### src/rtl/adc_seq_pkg.sv
package adc_seq_pkg;

    localparam int RAW_W = 18;
    localparam int RES_W = 16;
    localparam int CFG_W = 8;
    localparam logic [CFG_W-1:0] CFG_DEFAULT = 8'h8C;

    typedef enum logic [1:0] {
        RATE_R12 = 2'b00,
        RATE_R14 = 2'b01,
        RATE_R15 = 2'b10,
        RATE_R16 = 2'b11
    } rate_e;

    typedef struct packed {
        logic       one_shot;
        rate_e      rate;
        logic [1:0] gain;
    } ctl_t;

    localparam ctl_t CTL_DEFAULT = '{one_shot: 1'b0, rate: RATE_R16, gain: 2'b00};

    // result width chosen by rate code
    function automatic int rate_width(rate_e r);
        case (r)
            RATE_R12: return 12;
            RATE_R14: return 14;
            RATE_R15: return 15;
            default:  return 16;
        endcase
    endfunction

    // conversion length multiplier relative to the fastest rate
    function automatic int rate_ticks(rate_e r);
        case (r)
            RATE_R12: return 1;
            RATE_R14: return 4;
            RATE_R15: return 8;
            default:  return 16;
        endcase
    endfunction

    // clamp to the selected width, right-justified and sign-extended
    function automatic logic [RES_W-1:0] clip_to_rate(logic signed [RAW_W-1:0] raw, rate_e r);
        logic signed [RAW_W-1:0] hi;
        logic signed [RAW_W-1:0] lo;
        int w;
        w  = rate_width(r);
        hi = RAW_W'((1 << (w - 1)) - 1);
        lo = ~hi;
        if (raw > hi)
            return hi[RES_W-1:0];
        else if (raw < lo)
            return lo[RES_W-1:0];
        else
            return raw[RES_W-1:0];
    endfunction

endpackage

### src/rtl/adc_ctl_reg.sv
module adc_ctl_reg
    import adc_seq_pkg::*;
(
    input  logic       clk,
    input  logic       rst_all,
    input  logic       wr_en,
    input  logic [4:0] wr_fields,
    output ctl_t       ctl_o
);

    ctl_t ctl_q;

    always_ff @(posedge clk) begin
        if (rst_all)
            ctl_q <= CTL_DEFAULT;
        else if (wr_en)
            ctl_q <= ctl_t'(wr_fields);
    end

    assign ctl_o = ctl_q;

endmodule

### src/rtl/adc_conv_ctrl.sv
module adc_conv_ctrl
    import adc_seq_pkg::*;
#(
    parameter int TICK_BASE = 4
) (
    input  logic  clk,
    input  logic  rst_all,
    input  ctl_t  ctl,
    input  logic  wr_en,
    input  logic  wr_start,
    input  logic  mod_tick,
    output logic  active_o,
    output logic  start_flag_o,
    output rate_e conv_rate_o,
    output logic  conv_done_o
);

    localparam int MAX_TICKS = TICK_BASE * 16;
    localparam int CNT_W     = $clog2(MAX_TICKS + 1);

    logic             active_q;
    logic             start_flag_q;
    rate_e            rate_q;
    logic [CNT_W-1:0] cnt_q;
    logic [CNT_W-1:0] last_cnt;
    logic             launch;
    logic             done;
    logic             arm_req;

    assign last_cnt = CNT_W'(TICK_BASE * rate_ticks(rate_q) - 1);
    assign done     = active_q && mod_tick && (cnt_q >= last_cnt);
    assign launch   = !active_q && (!ctl.one_shot || start_flag_q);
    // a start request counts only in one-shot mode while idle and not yet pending
    assign arm_req  = wr_en && wr_start && ctl.one_shot && !start_flag_q && !active_q;

    always_ff @(posedge clk) begin
        if (rst_all) begin
            active_q     <= 1'b0;
            start_flag_q <= 1'b1;
            rate_q       <= RATE_R16;
            cnt_q        <= '0;
        end else if (launch) begin
            active_q     <= 1'b1;
            start_flag_q <= 1'b1;
            rate_q       <= ctl.rate;
            cnt_q        <= '0;
        end else if (done) begin
            cnt_q <= '0;
            if (ctl.one_shot) begin
                active_q     <= 1'b0;
                start_flag_q <= 1'b0;
            end else begin
                rate_q <= ctl.rate;
            end
        end else if (active_q && mod_tick) begin
            cnt_q <= cnt_q + 1'b1;
        end else if (arm_req) begin
            start_flag_q <= 1'b1;
        end
    end

    assign active_o     = active_q;
    assign start_flag_o = start_flag_q;
    assign conv_rate_o  = rate_q;
    assign conv_done_o  = done;

endmodule

### src/rtl/adc_result_fmt.sv
module adc_result_fmt
    import adc_seq_pkg::*;
(
    input  logic                    clk,
    input  logic                    rst_all,
    input  logic                    accept,
    input  logic                    raw_valid,
    input  logic signed [RAW_W-1:0] raw_data,
    input  logic                    conv_done,
    input  rate_e                   conv_rate,
    output logic [RES_W-1:0]        result_o
);

    logic signed [RAW_W-1:0] stage_q;
    logic signed [RAW_W-1:0] pick;
    logic [RES_W-1:0]        result_q;
    logic                    take;

    assign take = accept && raw_valid;
    assign pick = take ? raw_data : stage_q;

    always_ff @(posedge clk) begin
        if (rst_all)
            stage_q <= '0;
        else if (take)
            stage_q <= raw_data;
    end

    // whole word is written in one edge
    always_ff @(posedge clk) begin
        if (rst_all)
            result_q <= '0;
        else if (conv_done)
            result_q <= clip_to_rate(pick, conv_rate);
    end

    assign result_o = result_q;

endmodule

### src/rtl/adc_conv_seq.sv
module adc_conv_seq
    import adc_seq_pkg::*;
#(
    parameter int TICK_BASE = 4
) (
    input  logic        clk,
    input  logic        rst,
    input  logic        bus_rst_req,
    input  logic        cfg_we,
    input  logic [7:0]  cfg_wdata,
    output logic [7:0]  cfg_rdata,
    output logic [15:0] result_q,
    input  logic        mod_tick,
    input  logic        raw_valid,
    input  logic [17:0] raw_data,
    output logic [1:0]  gain_sel,
    output logic        pwr_down,
    output logic        busy
);

    logic  rst_all;
    ctl_t  ctl;
    logic  active;
    logic  start_flag;
    rate_e conv_rate;
    logic  conv_done;
    logic  unused_rsvd;

    assign rst_all     = rst || bus_rst_req;
    assign unused_rsvd = ^cfg_wdata[6:5];

    adc_ctl_reg u_ctl (
        .clk       (clk),
        .rst_all   (rst_all),
        .wr_en     (cfg_we),
        .wr_fields (cfg_wdata[4:0]),
        .ctl_o     (ctl)
    );

    adc_conv_ctrl #(.TICK_BASE(TICK_BASE)) u_seq (
        .clk          (clk),
        .rst_all      (rst_all),
        .ctl          (ctl),
        .wr_en        (cfg_we),
        .wr_start     (cfg_wdata[7]),
        .mod_tick     (mod_tick),
        .active_o     (active),
        .start_flag_o (start_flag),
        .conv_rate_o  (conv_rate),
        .conv_done_o  (conv_done)
    );

    adc_result_fmt u_fmt (
        .clk       (clk),
        .rst_all   (rst_all),
        .accept    (active),
        .raw_valid (raw_valid),
        .raw_data  ($signed(raw_data)),
        .conv_done (conv_done),
        .conv_rate (conv_rate),
        .result_o  (result_q)
    );

    assign busy      = !ctl.one_shot || start_flag;
    assign cfg_rdata = {busy, 2'b00, ctl.one_shot, ctl.rate, ctl.gain};
    assign gain_sel  = ctl.gain;
    assign pwr_down  = !active;

endmodule

### config.mk
export PLATFORM = sky130hd
export DESIGN_NAME = adc_conv_seq
export DESIGN_NICKNAME = d
export VERILOG_FILES = /design/src/rtl/adc_seq_pkg.sv /design/src/rtl/adc_ctl_reg.sv /design/src/rtl/adc_conv_ctrl.sv /design/src/rtl/adc_result_fmt.sv /design/src/rtl/adc_conv_seq.sv
export SDC_FILE = /design/constraint.sdc
export NUM_CORES = 1
export LEC_CHECK = 0
export BUFFER_PORTS_ARGS = -buffer_cell sky130_fd_sc_hd__buf_4
export CORE_MARGIN = 5
export CORE_UTILIZATION = 44
export CTS_CLUSTER_SIZE = 8
export DETAILED_ROUTE_END_ITERATION = 6
export GPL_ROUTABILITY_DRIVEN = 0
export GPL_TIMING_DRIVEN = 0
export HOLD_SLACK_MARGIN = 0.15
export PLACE_DENSITY_LB_ADDON = 0.2
export SETUP_SLACK_MARGIN = 0.15
export SLEW_MARGIN = 20
export SYNTH_ARGS = -nofsm -noshare
export SYNTH_HDL_FRONTEND = slang
export SYNTH_SLANG_ARGS = --single-unit
### constraint.sdc
create_clock -name clk -period 4.5 [get_ports clk]
set_clock_uncertainty 0.05 [all_clocks]
set_input_delay 0.225 -clock clk [delete_from_list [all_inputs] [get_ports clk]]
set_output_delay 0.225 -clock clk [all_outputs]
set_load 0.02 [all_outputs]
==> metrics.yaml <==
status: "finished clean"
finalHoldViolCount: 0
io_pins: 60
vias: 2749
cp.required_ps: 4640
dp_hpwl_mm: 5.86
ys_seq_elements: 50
drive_above_1_share_pct: 19.3
yosysWarnings: 0
yosysTopAreaCell: "dfxtp_1"
drc_errors: 0
worstSkewPairLatency_ps: 310
path_class: "reg -> reg"
met1_usage_pct: 23.4
slew_headroom_pct: 37.6
place_inst: 504
cp_data_arrival_time_ps: 4120
finalNetCount: 501
drt_wl_total_mm: 7.67
worst_hold_startpoint: "raw_data[6]"
grt_pass1_vias: 2715
whs_endpoint: "u_fmt.stage_q[6]"
worst-r2r-cell-count: 13
clockBufferDepth: 2
synth_area_mm2: 0.00304
placement.setup.worst_slack_ps: 602
ys.flop_type: "dfxtp_1"
cp_max_fo: 8
clk_pin_slew_ps: 100
tns_ps: 0
final_area_mm2: 0.00374
die-height_um: 93.1
start_util_pct: 45.0
reg2reg_from: "u_seq.conv_rate_o[0]"
antenna_found_initial: 0
ctsResizeCount: 0
vdd_drop_max_uv: 143
die-area_mm2: 0.00867
netlist_instances: 364
r2r_setup_slack_ps: 520
hold_path_class: "in -> reg"
worstReg2RegEnd: "u_fmt.result_o[8]"
placed_area_mm2: 0.00356
clockRootBuffer: "clkbuf_8"
synth-async-reset-ratio_pct: 0
instances_no_fill: 521
drv_cap: 0
grt_pass1_wl_mm: 12.8
cts_tree: "built"
met3_usage_pct: 3.46
start_kind: "flip-flop"
holdWs_ps: 162
synth_area_leaders: "dfxtp_1 33%, ha_1 12%, nor2_1 5.4%"
rows: 30
core_mm2: 0.00676
routedWlPerCell_um: 14.7
grt_overflow: 0
synth_edf_count: 0
drtPass1Iterations: 4
cts_buffers: 5
ys_types: 55
tightestPinTransition_ps: 931
cts.sinks: 50
worstHoldPathCells: 3
period_minus_slack_ps: 3980
ys_seq_area_share_pct: 32.9
grt_use_total_pct: 18.4
antenna_cells: 0
final_cell_mix: "58 x buf_4, 50 x dfxtp_1, 44 x nor2_1"
synth_top_area_share_pct: 32.9
fmax_ghz: 0.252
worst_slack_ps: 524
setup_violations: 0
p_leak_nw: 1.77
rsz0062_at_grt: "no"
drt_iter0_drc: 100
grt_use_met2_pct: 31.1
final_common_cell: "buf_4"
post-route-period-util_pct: 88.3
power_density_mw_per_mm2: 225
syn_to_final_growth_pct: 23.2
syn_area_per_cell_um2: 8.35
h-tree-depth: 2
port_buffers: 53
end_kind: "flip-flop"
slew_violations: 0
fp.dieW_um: 93.1
ant_nets: 0
grt_busiest_layer: "met2"
grt_max_degree: 17
viasPerCell: 5.28
layout make-up:
| cell class | count | area, um2 |
|---|---|---|
| Buffer | 22 | 123 |
| Clock buffer | 5 | 68.8 |
| Clock inverter | 3 | 21.3 |
| Fill cell | 677 | 3010 |
| Inverter | 19 | 71.3 |
| Multi-Input combinational cell | 280 | 1870 |
| Sequential cell | 50 | 1000 |
| Tap cell | 80 | 100 |
| Timing Repair Buffer | 62 | 488 |
critical path: stages, from the launching register on:
cell and delay (ps):
dfxtp_1 430, inv_1 130, ha_1 300, a21boi_0 360
nand3_1 180, ha_1 240, xnor2_1 370, inv_1 90
ha_1 290, a32oi_1 210, nand4b_2 170, o311ai_4 480
nor2_2 150, o41ai_1 420
cell families (layout without fill, tap and decap cells):
group	Yosys count	in the layout	synth area share, %
mux	16	16	5.77
fa+ha+maj	29	29	11.9
other cells	2	9	0.247
simple gates	132	132	20.4
buf+inv	41	111	6.38
flops	50	50	32.9
compound gates	85	85	19.7
xor+xnor	9	9	2.59
registers in the layout, summed over array words and instances (netlist names):
name / cells
u_fmt.stage_q: 18
u_fmt.result_o: 16
u_seq.cnt_q: 7
u_ctl.ctl_o: 5
u_seq.conv_rate_o: 2
u_seq.active_o: 1
u_seq.start_flag_o: 1
metal layers:
metal	part of all wire, %	vias to the layer above
met4	1.6	0
li1	-	1409
met1	46	1243
met5	0	-
met2	46	83
met3	6.4	14
synth_stat cells (all sizes together) (2+ instances only):
library cell / count
conb: 2
a21boi: 3
o31ai: 5
o221a: 2
xor2: 6
mux2i: 14
a21oi: 15
a31oi: 2
o21ai: 24
nand2b: 4
nand2: 44
mux2: 2
a211oi: 8
ha: 29
o41ai: 5
nand4: 9
o211a: 2
xnor2: 3
inv: 19
nand3: 2
o311ai: 4
a211o: 2
and2: 12
or2: 3
nor3: 4
clkbuf: 6
and3: 5
buf: 16
o31a: 3
dfxtp: 50
nor2: 45
o21a: 3
power by group:
group / total (mW) / switching, mW / internal (mW)
combinational: 0.121 / 0.0659 / 0.0553
clock: 0.269 / 0.160 / 0.110
sequential: 0.451 / 0.00416 / 0.447
total: 0.842 / 0.230 / 0.612
repair_timing:
| item | 4_1_cts | 5_1_grt |
|---|---|---|
| setup buffers | 0 | 0 |
| hold endpoints to repair | 9 | 0 |
| hold buffers | 9 | 0 |
through the flow:
stage / power, mW / util, %
global route: 0.885 / 55.4
detailed placement: 0.574 / 52.7
floorplan: 0.531 / -
finish: 0.842 / 55.4
global placement: 0.572 / 52.7
CTS: 0.847 / 55.4
how the worst max path moves through the flow:
stage	from	cells past startpoint	endpoint
after floorplan	u_seq.conv_rate_o[0]	14	u_fmt.result_o[2]
after global placement	u_seq.conv_rate_o[0]	13	u_fmt.result_o[8]
after detailed placement	u_seq.conv_rate_o[0]	13	u_fmt.result_o[14]
after CTS	u_seq.conv_rate_o[0]	13	u_fmt.result_o[8]
after global routing	u_seq.conv_rate_o[0]	13	u_fmt.result_o[14]
final	u_seq.conv_rate_o[0]	13	u_fmt.result_o[8]
Note: power is estimated with default switching activity, not from simulation.
